[src/rtl/chain_loader.sv]
module chain_loader #(
  parameter int AW       = 32,
  parameter int DW       = 32,
  parameter int NWORDS   = 10,
  parameter int RSVD_IDX = 7
) (
  input  logic                          clk,
  input  logic                          rst_n,
  input  logic                          chan_en,
  input  logic                          xfer_done,
  input  logic                          req_served,
  input  logic [AW-1:0]                 cur_link,
  input  logic [AW-1:0]                 cur_mask_addr,
  input  logic [DW-1:0]                 cur_mask_data,
  output logic                          mem_req,
  output logic                          mem_we,
  output logic [AW-1:0]                 mem_addr,
  output logic [DW-1:0]                 mem_wdata,
  input  logic                          mem_ack,
  input  logic [DW-1:0]                 mem_rdata,
  input  logic                          mem_err,
  output logic                          reg_we,
  output logic [$clog2(NWORDS)-1:0]     reg_sel,
  output logic [DW-1:0]                 reg_wdata,
  output logic                          restart,
  output logic                          chain_end,
  output logic                          err_link,
  output logic                          err_mask,
  output logic                          err_align
);
  localparam int IW = $clog2(NWORDS);
  localparam logic [IW-1:0] LAST = IW'(NWORDS - 1);
  localparam logic [IW-1:0] RSVD = IW'(RSVD_IDX);

  typedef enum logic [1:0] {S_IDLE, S_MASK, S_FETCH, S_KICK} state_t;
  state_t state;

  logic [AW-1:0] base, m_addr;
  logic [DW-1:0] m_data;
  logic [IW-1:0] w;
  logic          mask_pend, done_pend;

  assign mem_req   = (state == S_MASK) || (state == S_FETCH);
  assign mem_we    = (state == S_MASK);
  assign mem_addr  = (state == S_MASK) ? m_addr : base + {{(AW-IW-2){1'b0}}, w, 2'b00};
  assign mem_wdata = m_data;

  always_ff @(posedge clk or negedge rst_n) begin
    if (!rst_n) begin
      state     <= S_IDLE;
      base      <= '0;
      m_addr    <= '0;
      m_data    <= '0;
      w         <= '0;
      mask_pend <= 1'b0;
      done_pend <= 1'b0;
      reg_we    <= 1'b0;
      reg_sel   <= '0;
      reg_wdata <= '0;
      restart   <= 1'b0;
      chain_end <= 1'b0;
      err_link  <= 1'b0;
      err_mask  <= 1'b0;
      err_align <= 1'b0;
    end else begin
      reg_we    <= 1'b0;
      restart   <= 1'b0;
      chain_end <= 1'b0;
      case (state)
        S_IDLE: begin
          if (mask_pend) begin
            mask_pend <= 1'b0;
            state     <= S_MASK;
          end else if (done_pend) begin
            done_pend <= 1'b0;
            if (cur_link == '0) begin
              chain_end <= 1'b1;
            end else if (cur_link[1:0] != 2'b00) begin
              err_align <= 1'b1;
            end else begin
              base  <= cur_link;
              w     <= '0;
              state <= S_FETCH;
            end
          end
        end
        S_MASK: begin
          if (mem_ack) begin
            if (mem_err) err_mask <= 1'b1;
            state <= S_IDLE;
          end
        end
        S_FETCH: begin
          if (mem_ack) begin
            if (mem_err) begin
              err_link <= 1'b1;
              state    <= S_IDLE;
            end else begin
              reg_we    <= (w != RSVD);
              reg_sel   <= w;
              reg_wdata <= mem_rdata;
              if (w == LAST) state <= S_KICK;
              else           w     <= w + 1'b1;
            end
          end
        end
        default: begin
          restart <= 1'b1;
          state   <= S_IDLE;
        end
      endcase
      if (req_served && cur_mask_addr != '0) begin
        mask_pend <= 1'b1;
        m_addr    <= cur_mask_addr;
        m_data    <= cur_mask_data;
      end
      if (xfer_done && chan_en) done_pend <= 1'b1;
    end
  end
endmodule

[config.mk]
export PLATFORM = sky130hd
export DESIGN_NAME = chain_loader
export DESIGN_NICKNAME = d
export VERILOG_FILES = /design/src/rtl/chain_loader.sv
export SDC_FILE = /design/constraint.sdc
export NUM_CORES = 1
export LEC_CHECK = 0
export ABC_AREA = 0
export BUFFER_PORTS_ARGS = -buffer_cell sky130_fd_sc_hd__buf_2
export CORE_MARGIN = 4
export CORE_UTILIZATION = 54
export CTS_CLUSTER_DIAMETER = 120
export CTS_CLUSTER_SIZE = 20
export DETAILED_ROUTE_END_ITERATION = 8
export GPL_TIMING_DRIVEN = 0
export HOLD_SLACK_MARGIN = 0.1
export PLACE_DENSITY_LB_ADDON = 0.3
export SYNTH_ARGS = -nofsm -noshare
export SYNTH_HDL_FRONTEND = slang
export SYNTH_SLANG_ARGS = --single-unit
[constraint.sdc]
create_clock -name clk -period 6.6 [get_ports clk]
set_clock_uncertainty 0.2 [all_clocks]
set_input_delay 0.33 -clock clk [delete_from_list [all_inputs] [get_ports clk]]
set_output_delay 0.33 -clock clk [all_outputs]
set_load 0.02 [all_outputs]
Yosys cells after proc, flatten, opt, wreduce, memory -nomap -nowiden:

Index checks and enable logic that the tools add are counted.

* add/sub/neg operators: 2
* reductions and logical operators: 19
* eq/ne operators: 17
* mux-type cells: 31
* bitwise gates (word level): 4

Operators by type and width (number)
* $add A32 B6 Y32: 1
* $logic_not A32 Y1: 1
* $mux W32: 1
* $reduce_bool A32 Y1: 1
* $mux W4: 7
* $mux W2: 8
* $ne A2 B2 Y1 const B: 7
* $mux W1: 13
* $reduce_and A5 Y1: 2
* $ne A3 B3 Y1 const B: 3
* $reduce_and A3 Y1: 3
* $pmux W4 S2: 1
* $reduce_and A8 Y1: 1
* $reduce_bool A2 Y1: 4
* $pmux W2 S3: 1
* $reduce_and A6 Y1: 1
* $add A4 B1 Y4 const B: 1
* $eq A4 B4 Y1 const B: 1
* $ne A2 B1 Y1 const B: 2
* $ne A4 B3 Y1 const B: 1
* $not A1 Y1: 4
* $ne A3 B2 Y1 const B: 1
* $reduce_or A3 Y1: 1
* $eq A2 B1 Y1 const B: 1
* 5 further kinds: 6

* logic and storage cells: 88
* output and inout port bits: 108
* input port bits: 135
* bits in registers: 146

Logic depth before layout (Yosys ltp):

Gate-level depths: netlist of run 1.

* word-level depth: 6
* depth in mapped cells: 8
* gate-level depth less buffers: 7

Worst setup path before layout of run 1:

No wires, ideal clock.

* path type: reg2out
* from: register w[0]
* to: output port mem_addr[20]
* data arrival time: 2.616 ns
* path slack: 3.454 ns
* buffers on the path: 1
* cell stages (with the launch flop): 9
* cell sequence: dfrtp_1 -> ha_1 -> fa_1 -> a21o_1 -> a21oi_1 -> clkbuf_1 -> nor3_1 -> xnor2_1 -> o21ai_0

* word-level cells in the longest chain between the ends: 2

RTL lines
* from (decl): line 40 `logic [IW-1:0] w;`
* from (signal assigned): line 103 `else w <= w + 1'b1;`
* $add A32 B6 Y32: line 45 `assign mem_addr = (state == S_MASK) ? m_addr : base + {{(AW-IW-2){1'b0}}, w, 2'b00};`
* $mux W32: line 45
* to (decl): line 17 `output logic [AW-1:0] mem_addr,`

No other way between the ends.

Worst setup path in the final report of run 1:

* from: register w[0]
* to: output port mem_addr[12]

The elaborated chain is that of the path after synthesis.

==> results.json, run 1 <==
{
  "cp-start-kind": "flip-flop",
  "dr.pass1.iters": 5,
  "path_max_fanout": 10,
  "power_frac_clock_pct": 26.6,
  "yosysTopAreaCellShare_pct": 53.81,
  "share_seq_of_total_power_pct": 34.9,
  "route.detailed.wl_per_inst_um": 21.07,
  "aggregate_global_routing_overflow": 0,
  "fillers": 634,
  "postSynth.topFlopCell": "sky130_fd_sc_hd__dfrtp_1",
  "vdd.ir_drop.worst_mv": 0.2499,
  "chipWidth_um": 120.1,
  "initial_core_util_pct": 55.82,
  "core.rowCount": 40,
  "route.final.wire_length_um": 23410,
  "drive_above_1_share_pct": 45.44,
  "ys_top_cells_by_area": "sky130_fd_sc_hd__dfrtp_1, sky130_fd_sc_hd__mux2_2, sky130_fd_sc_hd__nand2_1",
  "dp_hpwl_um": 14440,
  "place.gp.congestion": 0.8638,
  "utilization_pct": 84.17,
  "syn_inst": 533,
  "finalHoldViolCount": 0,
  "cts_max_level": 4,
  "final_antenna_net_count": 0,
  "ys_async_sr_fraction_pct": 100.0,
  "floorplan.die_area_um2": 14430,
  "cts_num_sinks": 146,
  "synth_cell_type_count": 49,
  "cts_resized": 0,
  "pin_count": 243,
  "clk_pin_slew_worst_setup_hold_paths_ns": 0.06,
  "cell_internal_power_dissipation_mw": 2.468,
  "fmaxAchievable_ghz": 0.2485,
  "synth.cell_area_um2": 6789,
  "relSlewSlack_pct": 52.91,
  "power_switching_share_pct": 38.35,
  "setup_viol": 0,
  "largest_net_degree_at_the_start_of_global_routing": 95,
  "avgSynthCellArea_um2": 12.74,
  "dr.first_iter.drc_count": 332,
  "cellLeakagePower_nw": 4.799,
  "share_of_synthesized_area_occupied_by_flip_flops_and_latches_pct": 53.81,
  "cts_tree": "done",
  "final-max-slew-violation-count": 0,
  "power_per_cell_area_nw_per_um2": 391.1,
  "synth_warnings": 0,
  "timing.setup.critical_path_class": "flip-flop to output pin",
  "placeable_core_region_um2": 12160,
  "ys_top_cells_by_count": "sky130_fd_sc_hd__dfrtp_1, sky130_fd_sc_hd__mux2_2, sky130_fd_sc_hd__nand2_1, sky130_fd_sc_hd__o21ai_0, sky130_fd_sc_hd__nor4_1",
  "maxCapViolations": 0,
  "switchingPower_mw": 1.535,
  "clock_tree.root_cell": "sky130_fd_sc_hd__clkbuf_16",
  "min_hold_slack_ns": 0.1719,
  "count_of_input_and_output_buffers": 242,
  "cts_max_path_buffers": 2,
  "total_nets_final": 1075,
  "rsz0062_at_grt": "no",
  "total_negative_slack_for_setup_checks_ns": 0,
  "via_density_per_instance": 5.566,
  "worst-endpoint-required_ns": 6.07,
  "final_period_minus_worst_setup_slack_ns": 4.024,
  "setup.worst_path.end_class": "output pin",
  "status": "completed",
  "vias": 6184,
  "drcViolationCount": 0,
  "ys_ff_latch": 146,
  "hold_path_class": "input port to flip-flop",
  "grtUsageTotal_pct": 33.13,
  "share_of_total_power_in_combinational_logic_pct": 38.5,
  "min_period_over_period_pct": 60.96,
  "grt_pass1_vias": 6883,
  "tightest_slew_ns": 0.7009,
  "global_route_wire_length_before_repair_um": 36830,
  "synth_nets": 679,
  "yosys.cell_count.top_type": "sky130_fd_sc_hd__dfrtp_1",
  "die_y_um": 120.1,
  "synth_top_cell_by_area": "sky130_fd_sc_hd__dfrtp_1",
  "synth_edf_count": 0,
  "antenna_found_initial": 1,
  "area_delta_synth_final_pct": 50.77,
  "worstPathArrival_ns": 3.49,
  "clkLatencyLatePin_ns": 0.42,
  "cts-buffers-inserted": 17
}
-- worst paths after layout --
kind,to,slack [ns],depth (start not counted),from
max,mem_addr[12],2.58,9,w[0]$_DFFE_PN0P_
max in group asynchronous,reg_wdata[2]$_DFFE_PN0P_,5.12,3,rst_n
min,chain_end$_DFF_PN0_,0.17,4,cur_link[1]
min in group asynchronous,m_addr[19]$_DFFE_PN0P_,0.23,2,rst_n
min reg2reg,err_align$_DFFE_PN0P_,0.27,1,err_align$_DFFE_PN0P_
max reg2reg,w[0]$_DFFE_PN0P_,3.68,8,state[0]$_DFFE_PN0P_
-- critical path, cell delays in order, from the launching register on --
cell and delay (ns):
sky130_fd_sc_hd__dfrtp_1 0.45, sky130_fd_sc_hd__ha_1 0.26, sky130_fd_sc_hd__fa_1 0.42, sky130_fd_sc_hd__a21o_1 0.20, sky130_fd_sc_hd__a21oi_1 0.48, sky130_fd_sc_hd__clkbuf_1 0.49, sky130_fd_sc_hd__nor3_1 0.15, sky130_fd_sc_hd__xnor2_1 0.16
sky130_fd_sc_hd__o21ai_0 0.24, sky130_fd_sc_hd__buf_2 0.22
-- cell families after synthesis --
kind of cell	count (synthesis)	synth area share, %
buffers and inverters	34	2.193
multiplexers	135	22.36
adder cells (fa/ha/maj)	11	2.138
flip-flops	146	53.81
AO/OA/AOI/OAI	64	5.769
AND/OR/NAND/NOR	116	10.25
XOR/XNOR	27	3.483
-- power groups by stage --
stage / logic, mW / registers (mW) / clock network (mW)
floorplan: 0.768 / 1.49 / 0
global placement: 1.40 / 1.37 / 0
detailed placement: 1.43 / 1.38 / 0
CTS: 1.51 / 1.37 / 1.05
global route: 1.65 / 1.43 / 1.11
finish: 1.54 / 1.40 / 1.06
-- what timing repair did --
action / in CTS / in global routing
setup buffers: 0 / 0
hold buffers: 134 / 0
hold endpoints to repair: 182 / 0
-- metal layers --
layer | global-route usage, % | wire length (um) | up-vias
met4 | 14.82 | 959 | 0
met2 | 57.96 | 12100 | 319
li1 | - | - | 2723
met5 | 0 | 0 | -
met1 | 38.64 | 8708 | 3063
met3 | 7.823 | 1634 | 79
-- registers in the layout, summed over array words and instances, names as in the netlist --
register   count
done_pend      1
reg_wdata     32
state          2
reg_we         1
w              4
reg_sel        4
err_align      1
chain_end      1
mask_pend      1
restart        1
err_mask       1
m_addr        32
mem_wdata     32
err_link       1
base          32
-- final cells by class --
type                    count  area (um^2)  share of cell area (%)
plain buffers              26        118.9                   1.161
clock inverters             9        150.1                   1.467
well taps                 168        210.2                   2.054
inverters                   8        30.03                  0.2934
flip-flops and latches    146         3654                   35.69
multi-input cells         353         2987                   29.18
diodes                      1        2.502                 0.02445
clock buffers              23        498.0                   4.865
repair buffers            377         2586                   25.27
-- per-stage QoR --
stage,std cells,total power [mW],area (um^2),setup slack (ns)
5_1_grt,1111,4.181,10240,2.347
3_3_place_gp,943,2.762,8210,3.071
6_report,1111,4.004,10240,2.576
4_1_cts,1110,3.935,10230,2.655
3_5_place_dp,944,2.812,8244,3.117
2_1_floorplan,533,2.262,6789,3.454
-- layout by cell type (no fill, tap or decap), types with 5 or more instances in the layout --
| master | instances |
|---|---|
| sky130_fd_sc_hd__o21ai_0 | 29 |
| sky130_fd_sc_hd__a21oi_1 | 8 |
| sky130_fd_sc_hd__nand3_1 | 9 |
| sky130_fd_sc_hd__nand4_1 | 10 |
| sky130_fd_sc_hd__dfrtp_1 | 146 |
| sky130_fd_sc_hd__xnor2_1 | 14 |
| sky130_fd_sc_hd__o21ai_1 | 5 |
| sky130_fd_sc_hd__dlygate4sd3_1 | 134 |
| sky130_fd_sc_hd__clkbuf_8 | 5 |
| sky130_fd_sc_hd__inv_1 | 8 |
| sky130_fd_sc_hd__mux2_2 | 129 |
| sky130_fd_sc_hd__nand2_1 | 40 |
| sky130_fd_sc_hd__clkbuf_1 | 14 |
| sky130_fd_sc_hd__ha_1 | 10 |
| sky130_fd_sc_hd__clkbuf_16 | 17 |
| sky130_fd_sc_hd__nor3_1 | 7 |
| sky130_fd_sc_hd__xor2_1 | 13 |
| sky130_fd_sc_hd__buf_2 | 252 |
| sky130_fd_sc_hd__nor4_1 | 17 |
Note: power is estimated with default switching activity, not from simulation.
==> run 2: changes to the inputs <==
ABC_AREA = 1   (was 0)
CORE_UTILIZATION = 51   (was 54)
clock period = 3.94 ns   (was 6.6 ns; I/O delays follow)
==> results.json, run 2 <==
{
  "synth_compound_area_share_pct": 4.472,
  "count_of_input_and_output_buffers": 241,
  "finalHoldViolCount": 0,
  "power_per_cell_area_nw_per_um2": 594.3,
  "final-max-slew-violation-count": 0,
  "share_of_synthesized_area_occupied_by_flip_flops_and_latches_pct": 49.47,
  "timing.critical_path.buf_inv": 1,
  "route.final.wire_length_um": 25320,
  "initial_core_util_pct": 52.60,
  "most-common-layout-cells": "sky130_fd_sc_hd__nand2_1, sky130_fd_sc_hd__buf_2, sky130_fd_sc_hd__dfrtp_1",
  "n_antenna_cell": 0,
  "yosys.cell_count.top_type": "sky130_fd_sc_hd__nand2_1",
  "dominant_combinational_cell_family_by_area_after_synthesis": "simple AND/OR/NAND/NOR gates",
  "synth.cell_area_um2": 7386,
  "place.gp.congestion": 0.9136,
  "worst-endpoint-required_ns": 3.54,
  "cts-buffers-inserted": 17,
  "chipWidth_um": 128.3,
  "floorplan.die_area_um2": 16470,
  "cts_num_sinks": 146,
  "aggregate_global_routing_overflow": 0,
  "vias": 8256,
  "drive_above_1_share_pct": 21.28,
  "ys_ff_latch": 146,
  "final-instance-count-excl-fill": 1604,
  "synth-adder-area-share_pct": 1.965,
  "via_density_per_instance": 5.147,
  "postLayoutSetupSlackWorst_ns": 0.6371,
  "cp_top_family": "simple AND/OR/NAND/NOR gates",
  "relSlewSlack_pct": 61.61,
  "slowest_delay_ns": 0.47,
  "ys_top_cells_by_area": "sky130_fd_sc_hd__dfrtp_1, sky130_fd_sc_hd__nand2_1, sky130_fd_sc_hd__nand3_1",
  "die_y_um": 128.3,
  "worst_path_max_delay_cell": "sky130_fd_sc_hd__dfrtp_1",
  "fillers": 998,
  "avgSynthCellArea_um2": 7.334,
  "fmaxAchievable_ghz": 0.3028,
  "total_negative_slack_for_setup_checks_ns": 0,
  "yosysTopAreaCellShare_pct": 49.47,
  "cts_max_level": 4,
  "path_max_fanout": 7,
  "synth_edf_count": 0,
  "final_common_cell": "sky130_fd_sc_hd__nand2_1",
  "placement.setup.worst_slack_ns": 1.109,
  "antenna_found_initial": 0,
  "cts_resized": 0,
  "grtUsageTotal_pct": 31.37,
  "cp-start-kind": "flip-flop",
  "timing.setup.critical_path_class": "flip-flop to output pin",
  "ys_async_sr_fraction_pct": 100.0,
  "synth_nets": 1153,
  "core.rowCount": 43,
  "status": "completed",
  "min_hold_slack_ns": 0.2372,
  "pin_count": 243,
  "crit_chain": "ha_1 -> fa_1 -> nand2_1 -> nand3_1 -> o21ai_1 -> nor2_1 -> or2_2 -> nand3_1 -> nand2_1 -> buf_2",
  "area_delta_synth_final_pct": 47.30,
  "worstPathArrival_ns": 2.91,
  "min_period_over_period_pct": 83.83,
  "final_antenna_net_count": 0,
  "dr.first_iter.drc_count": 646,
  "hold_path_class": "input port to flip-flop",
  "synth_warnings": 0,
  "synth_top_cell_by_area": "sky130_fd_sc_hd__dfrtp_1",
  "maxCapViolations": 0,
  "vdd.ir_drop.worst_mv": 0.3756,
  "cellLeakagePower_nw": 5.918,
  "syn_inst": 1007,
  "clkLatencyLatePin_ns": 0.43,
  "cts_tree": "done",
  "setup.worst_path.end_class": "output pin",
  "synthXorXnorAreaFrac_pct": 0.7115,
  "tightest_slew_ns": 0.5721,
  "largest_net_degree_at_the_start_of_global_routing": 101,
  "grt_pass1_vias": 8428,
  "ys_top_cells_by_count": "sky130_fd_sc_hd__nand2_1, sky130_fd_sc_hd__dfrtp_1, sky130_fd_sc_hd__nand3_1, sky130_fd_sc_hd__nor2_1, sky130_fd_sc_hd__inv_1",
  "clk_pin_slew_worst_setup_hold_paths_ns": 0.07,
  "postSynth.topFlopCell": "sky130_fd_sc_hd__dfrtp_1",
  "cts_max_path_buffers": 2,
  "muxShareOfSynthArea_pct": 0,
  "setup_viol": 0,
  "multiInputGateArea_um2": 3252,
  "dr.pass1.iters": 6,
  "total_power_mw": 6.465,
  "dp.cells": 1429,
  "placeable_core_region_um2": 14040,
  "clock_tree.root_cell": "sky130_fd_sc_hd__clkbuf_16",
  "total_nets_final": 1557,
  "route.detailed.wl_per_inst_um": 15.78,
  "synth_cell_type_count": 33,
  "final_period_minus_worst_setup_slack_ns": 3.303,
  "rsz0062_at_grt": "no",
  "ff_latch_area_um2": 3654,
  "drcViolationCount": 0,
  "dp_hpwl_um": 16330,
  "synthSimpleGateAreaFrac_pct": 36.88,
  "global_route_wire_length_before_repair_um": 40770
}
## run 2: changes by cell type in the layout (fill, tap and decap cells not counted), moves of 8 or more
| cell | before | now |
|---|---|---|
| sky130_fd_sc_hd__xor2_1 | 13 | 4 |
| sky130_fd_sc_hd__nor4_1 | 17 | 0 |
| sky130_fd_sc_hd__inv_1 | 8 | 76 |
| sky130_fd_sc_hd__xnor2_1 | 14 | 2 |
| sky130_fd_sc_hd__mux2_2 | 129 | 0 |
| sky130_fd_sc_hd__nand3_1 | 9 | 93 |
| sky130_fd_sc_hd__o21ai_1 | 5 | 25 |
| sky130_fd_sc_hd__nand2_1 | 40 | 463 |
| sky130_fd_sc_hd__nor2_1 | 4 | 79 |
| sky130_fd_sc_hd__dlygate4sd3_1 | 134 | 142 |
## run 2: path summary, 6_finish.rpt
kind	start	end	slack, ns	cells past startpoint
worst max-delay path	w[0]$_DFFE_PN0P_	mem_addr[8]	0.64	10
worst min-delay path	req_served	m_addr[24]$_DFFE_PN0P_	0.24	4
worst max register to register	state[1]$_DFFE_PN0P_	base[31]$_DFFE_PN0P_	1.17	8
worst min register to register	err_align$_DFFE_PN0P_	err_align$_DFFE_PN0P_	0.26	1
max in group asynchronous	rst_n	err_align$_DFFE_PN0P_	2.41	4
min in group asynchronous	rst_n	mem_wdata[2]$_DFFE_PN0P_	0.65	4
## run 2: stage by stage
| stage | util [%] | cell area [um^2] |
|---|---|---|
| detailed placement | 63.03 | 8851 |
| global route | 77.47 | 10880 |
| global placement | 62.79 | 8817 |
| floorplan | - | 7386 |
| finish | 77.47 | 10880 |
| CTS | 77.47 | 10880 |
## run 2: worst register-to-register path: stages, from the launching register on
cell                            delay, ns
sky130_fd_sc_hd__dfrtp_1             0.43
sky130_fd_sc_hd__inv_1               0.11
sky130_fd_sc_hd__ha_1                0.28
sky130_fd_sc_hd__nand2_1             0.21
sky130_fd_sc_hd__nor2_1              0.23
sky130_fd_sc_hd__nand3_2             0.25
sky130_fd_sc_hd__buf_2               0.29
sky130_fd_sc_hd__o21ai_1             0.14
sky130_fd_sc_hd__dlygate4sd3_1       0.56
## run 2: layout make-up
class | instances | share of cell area [%]
clock inverters | 14 | 1.357
clock buffers | 18 | 4.037
well taps | 180 | 2.070
inverters | 76 | 2.622
multi-input cells | 745 | 29.89
plain buffers | 40 | 1.794
flip-flops and latches | 146 | 33.58
repair buffers | 385 | 24.65
## run 2: kinds of logic (layout without fill, tap and decap cells)
group	Yosys count	count (layout)
compound gates	61	61
xor+xnor	6	6
fa+ha+maj	11	11
buf+inv	116	533
flops	146	146
simple gates	667	667
## run 2: repair_timing
item                                   CTS  global route
endpoints found under the hold margin  281             0
hold buffers                           143             0
setup buffers                            0             0
## run 2: where the power goes
part	internal, mW	switching (mW)
combinational	0.896	1.67
clock	0.904	0.699
sequential	1.91	0.382
total	3.71	2.75
## run 2: layer usage
layer  vias up  wire length, um  track usage, %
li1       3962                -               -
met1      3786             9846           37.95
met2       424            12500           53.26
met3        84             1900           7.306
met4         0             1067           14.54
met5         -                0               0
==> run 3: changes to the inputs <==
CORE_UTILIZATION = 46   (was 51)
clock period = 2.9 ns   (was 3.94 ns; I/O delays follow)
==> results.json, run 3 (synthesized netlist as in run 2, its figures left out) <==
{
  "total_nets_final": 1558,
  "drcViolationCount": 0,
  "multiInputGateArea_um2": 3313,
  "r2r_start": "state[1]$_DFFE_PN0P_",
  "fillers": 1289,
  "cts_num_sinks": 146,
  "most-common-layout-cells": "sky130_fd_sc_hd__nand2_1, sky130_fd_sc_hd__buf_2, sky130_fd_sc_hd__dfrtp_1",
  "n_antenna_cell": 0,
  "global_route_wire_length_before_repair_um": 38940,
  "aggregate_global_routing_overflow": 0,
  "r2r-end": "base[31]$_DFFE_PN0P_",
  "total_power_mw": 8.873,
  "cts_max_level": 4,
  "r2r_setup_slack_ns": 0.23,
  "dr.pass1.iters": 7,
  "floorplan.die_area_um2": 18150,
  "status": "completed",
  "placeable_core_region_um2": 15830,
  "postLayoutSetupSlackWorst_ns": 0.08085,
  "dr.first_iter.drc_count": 546,
  "die_y_um": 134.7,
  "cts_tree": "done",
  "relSlewSlack_pct": 53.52,
  "route.detailed.wl_per_inst_um": 14.81,
  "grtUsageTotal_pct": 26.88,
  "worst_setup_path_startpoint": "base[2]$_DFFE_PN0P_",
  "setup_viol": 0,
  "vdd.ir_drop.worst_mv": 0.4375,
  "pin_count": 243,
  "min_period_over_period_pct": 97.21,
  "vias": 7978,
  "route.final.wire_length_um": 24310,
  "ff2ff_path_depth": 8,
  "area_delta_synth_final_pct": 49.01,
  "initial_core_util_pct": 46.66,
  "setup.worst_path.end_class": "output pin",
  "total_negative_slack_for_setup_checks_ns": 0,
  "cts_max_path_buffers": 2,
  "final_antenna_net_count": 0,
  "clock_tree.root_cell": "sky130_fd_sc_hd__clkbuf_16",
  "ff_latch_area_um2": 3655,
  "final_period_minus_worst_setup_slack_ns": 2.819,
  "cts-buffers-inserted": 17,
  "grt_pass1_vias": 7877,
  "place.gp.congestion": 0.8965,
  "worstPathArrival_ns": 2.47,
  "chipWidth_um": 134.7,
  "maxCapViolations": 0,
  "count_of_input_and_output_buffers": 241,
  "largest_net_degree_at_the_start_of_global_routing": 77,
  "power_per_cell_area_nw_per_um2": 806.3,
  "via_density_per_instance": 4.862,
  "antenna_found_initial": 0,
  "tightest_slew_ns": 0.6973,
  "fmaxAchievable_ghz": 0.3547,
  "hold_path_class": "input port to asynchronous set/reset pin",
  "timing.setup.critical_path_class": "flip-flop to output pin",
  "drive_above_1_share_pct": 22.18,
  "cellLeakagePower_nw": 5.931,
  "path_max_fanout": 6,
  "final-max-slew-violation-count": 0,
  "clk_pin_slew_worst_setup_hold_paths_ns": 0.06,
  "placement.setup.worst_slack_ns": 0.03436,
  "worst-endpoint-required_ns": 2.56,
  "clkLatencyLatePin_ns": 0.42,
  "cp-start-kind": "flip-flop",
  "final_common_cell": "sky130_fd_sc_hd__nand2_1",
  "dp_hpwl_um": 16840,
  "finalHoldViolCount": 0,
  "crit_path_end": "mem_addr[8]",
  "core.rowCount": 46
}
==> run 3: critical path, stage by stage (launching register included) <==
cell and delay [ns]:
sky130_fd_sc_hd__dfrtp_1 0.40, sky130_fd_sc_hd__ha_1 0.24, sky130_fd_sc_hd__fa_2 0.38, sky130_fd_sc_hd__nand2_2 0.10
sky130_fd_sc_hd__nand3_2 0.09, sky130_fd_sc_hd__o21ai_4 0.15, sky130_fd_sc_hd__nor2_4 0.08, sky130_fd_sc_hd__or2_2 0.28
sky130_fd_sc_hd__nand3_1 0.07, sky130_fd_sc_hd__nand2_1 0.09, sky130_fd_sc_hd__buf_2 0.17
==> run 3: worst min-delay path by stage <==
| stage | start | endpoint | slack (ns) | depth (start not counted) |
|---|---|---|---|---|
| after floorplan | rst_n | base[0]$_DFFE_PN0P_ | -0.35 | 0 |
| after global placement | mem_rdata[20] | reg_wdata[20]$_DFFE_PN0P_ | 0.15 | 3 |
| after detailed placement | rst_n | reg_wdata[30]$_DFFE_PN0P_ | 0.03 | 1 |
| after CTS | rst_n | reg_wdata[30]$_DFFE_PN0P_ | 0.16 | 2 |
| after global routing | rst_n | reg_wdata[27]$_DFFE_PN0P_ | 0.18 | 2 |
| final | rst_n | reg_wdata[27]$_DFFE_PN0P_ | 0.13 | 2 |
==> run 3: area by class of cell <==
| cell class | count | area share (%) |
|---|---|---|
| sequential | 146 | 33.21 |
| multi-input combinational | 745 | 30.10 |
| timing repair buffer | 386 | 24.32 |
| clock buffer | 18 | 3.899 |
| inverter | 76 | 2.592 |
| tap | 216 | 2.456 |
| buffer | 40 | 1.796 |
| clock inverter | 14 | 1.626 |
==> run 3: power breakdown <==
part	switching, mW	internal, mW
sequential	0.486	2.60
clock	0.906	1.36
combinational	2.27	1.24
==> run 3: what timing repair did <==
action | 4_1_cts | 5_1_grt
endpoints found under the hold margin | 220 | 0
hold buffers | 142 | 0
setup buffers | 2 | 0
endpoints found under the setup margin | 11 | 10
resized for setup | 7 | 11
==> run 3: through the flow <==
step,hold slack (ns),util [%],area [um^2],cells
finish,0.1293,69.53,11010,1641
global route,0.1776,69.53,11010,1641
CTS,0.1556,69.26,10960,1641
detailed placement,0.02789,56.21,8896,1465
global placement,0.1458,55.99,8862,1464
floorplan,-0.3506,-,7386,1007
==> run 3: routing by layer <==
| layer | part of all wire (%) | wire length, um | up-vias | track usage, % |
|---|---|---|---|---|
| met1 | 42 | 10240 | 3630 | 34.28 |
| met2 | 48 | 11640 | 316 | 44.39 |
| met5 | 0 | 0 | - | 0 |
| met4 | 3.8 | 935 | 0 | 11.43 |
| met3 | 6.1 | 1491 | 62 | 5.924 |
| li1 | - | - | 3970 | - |
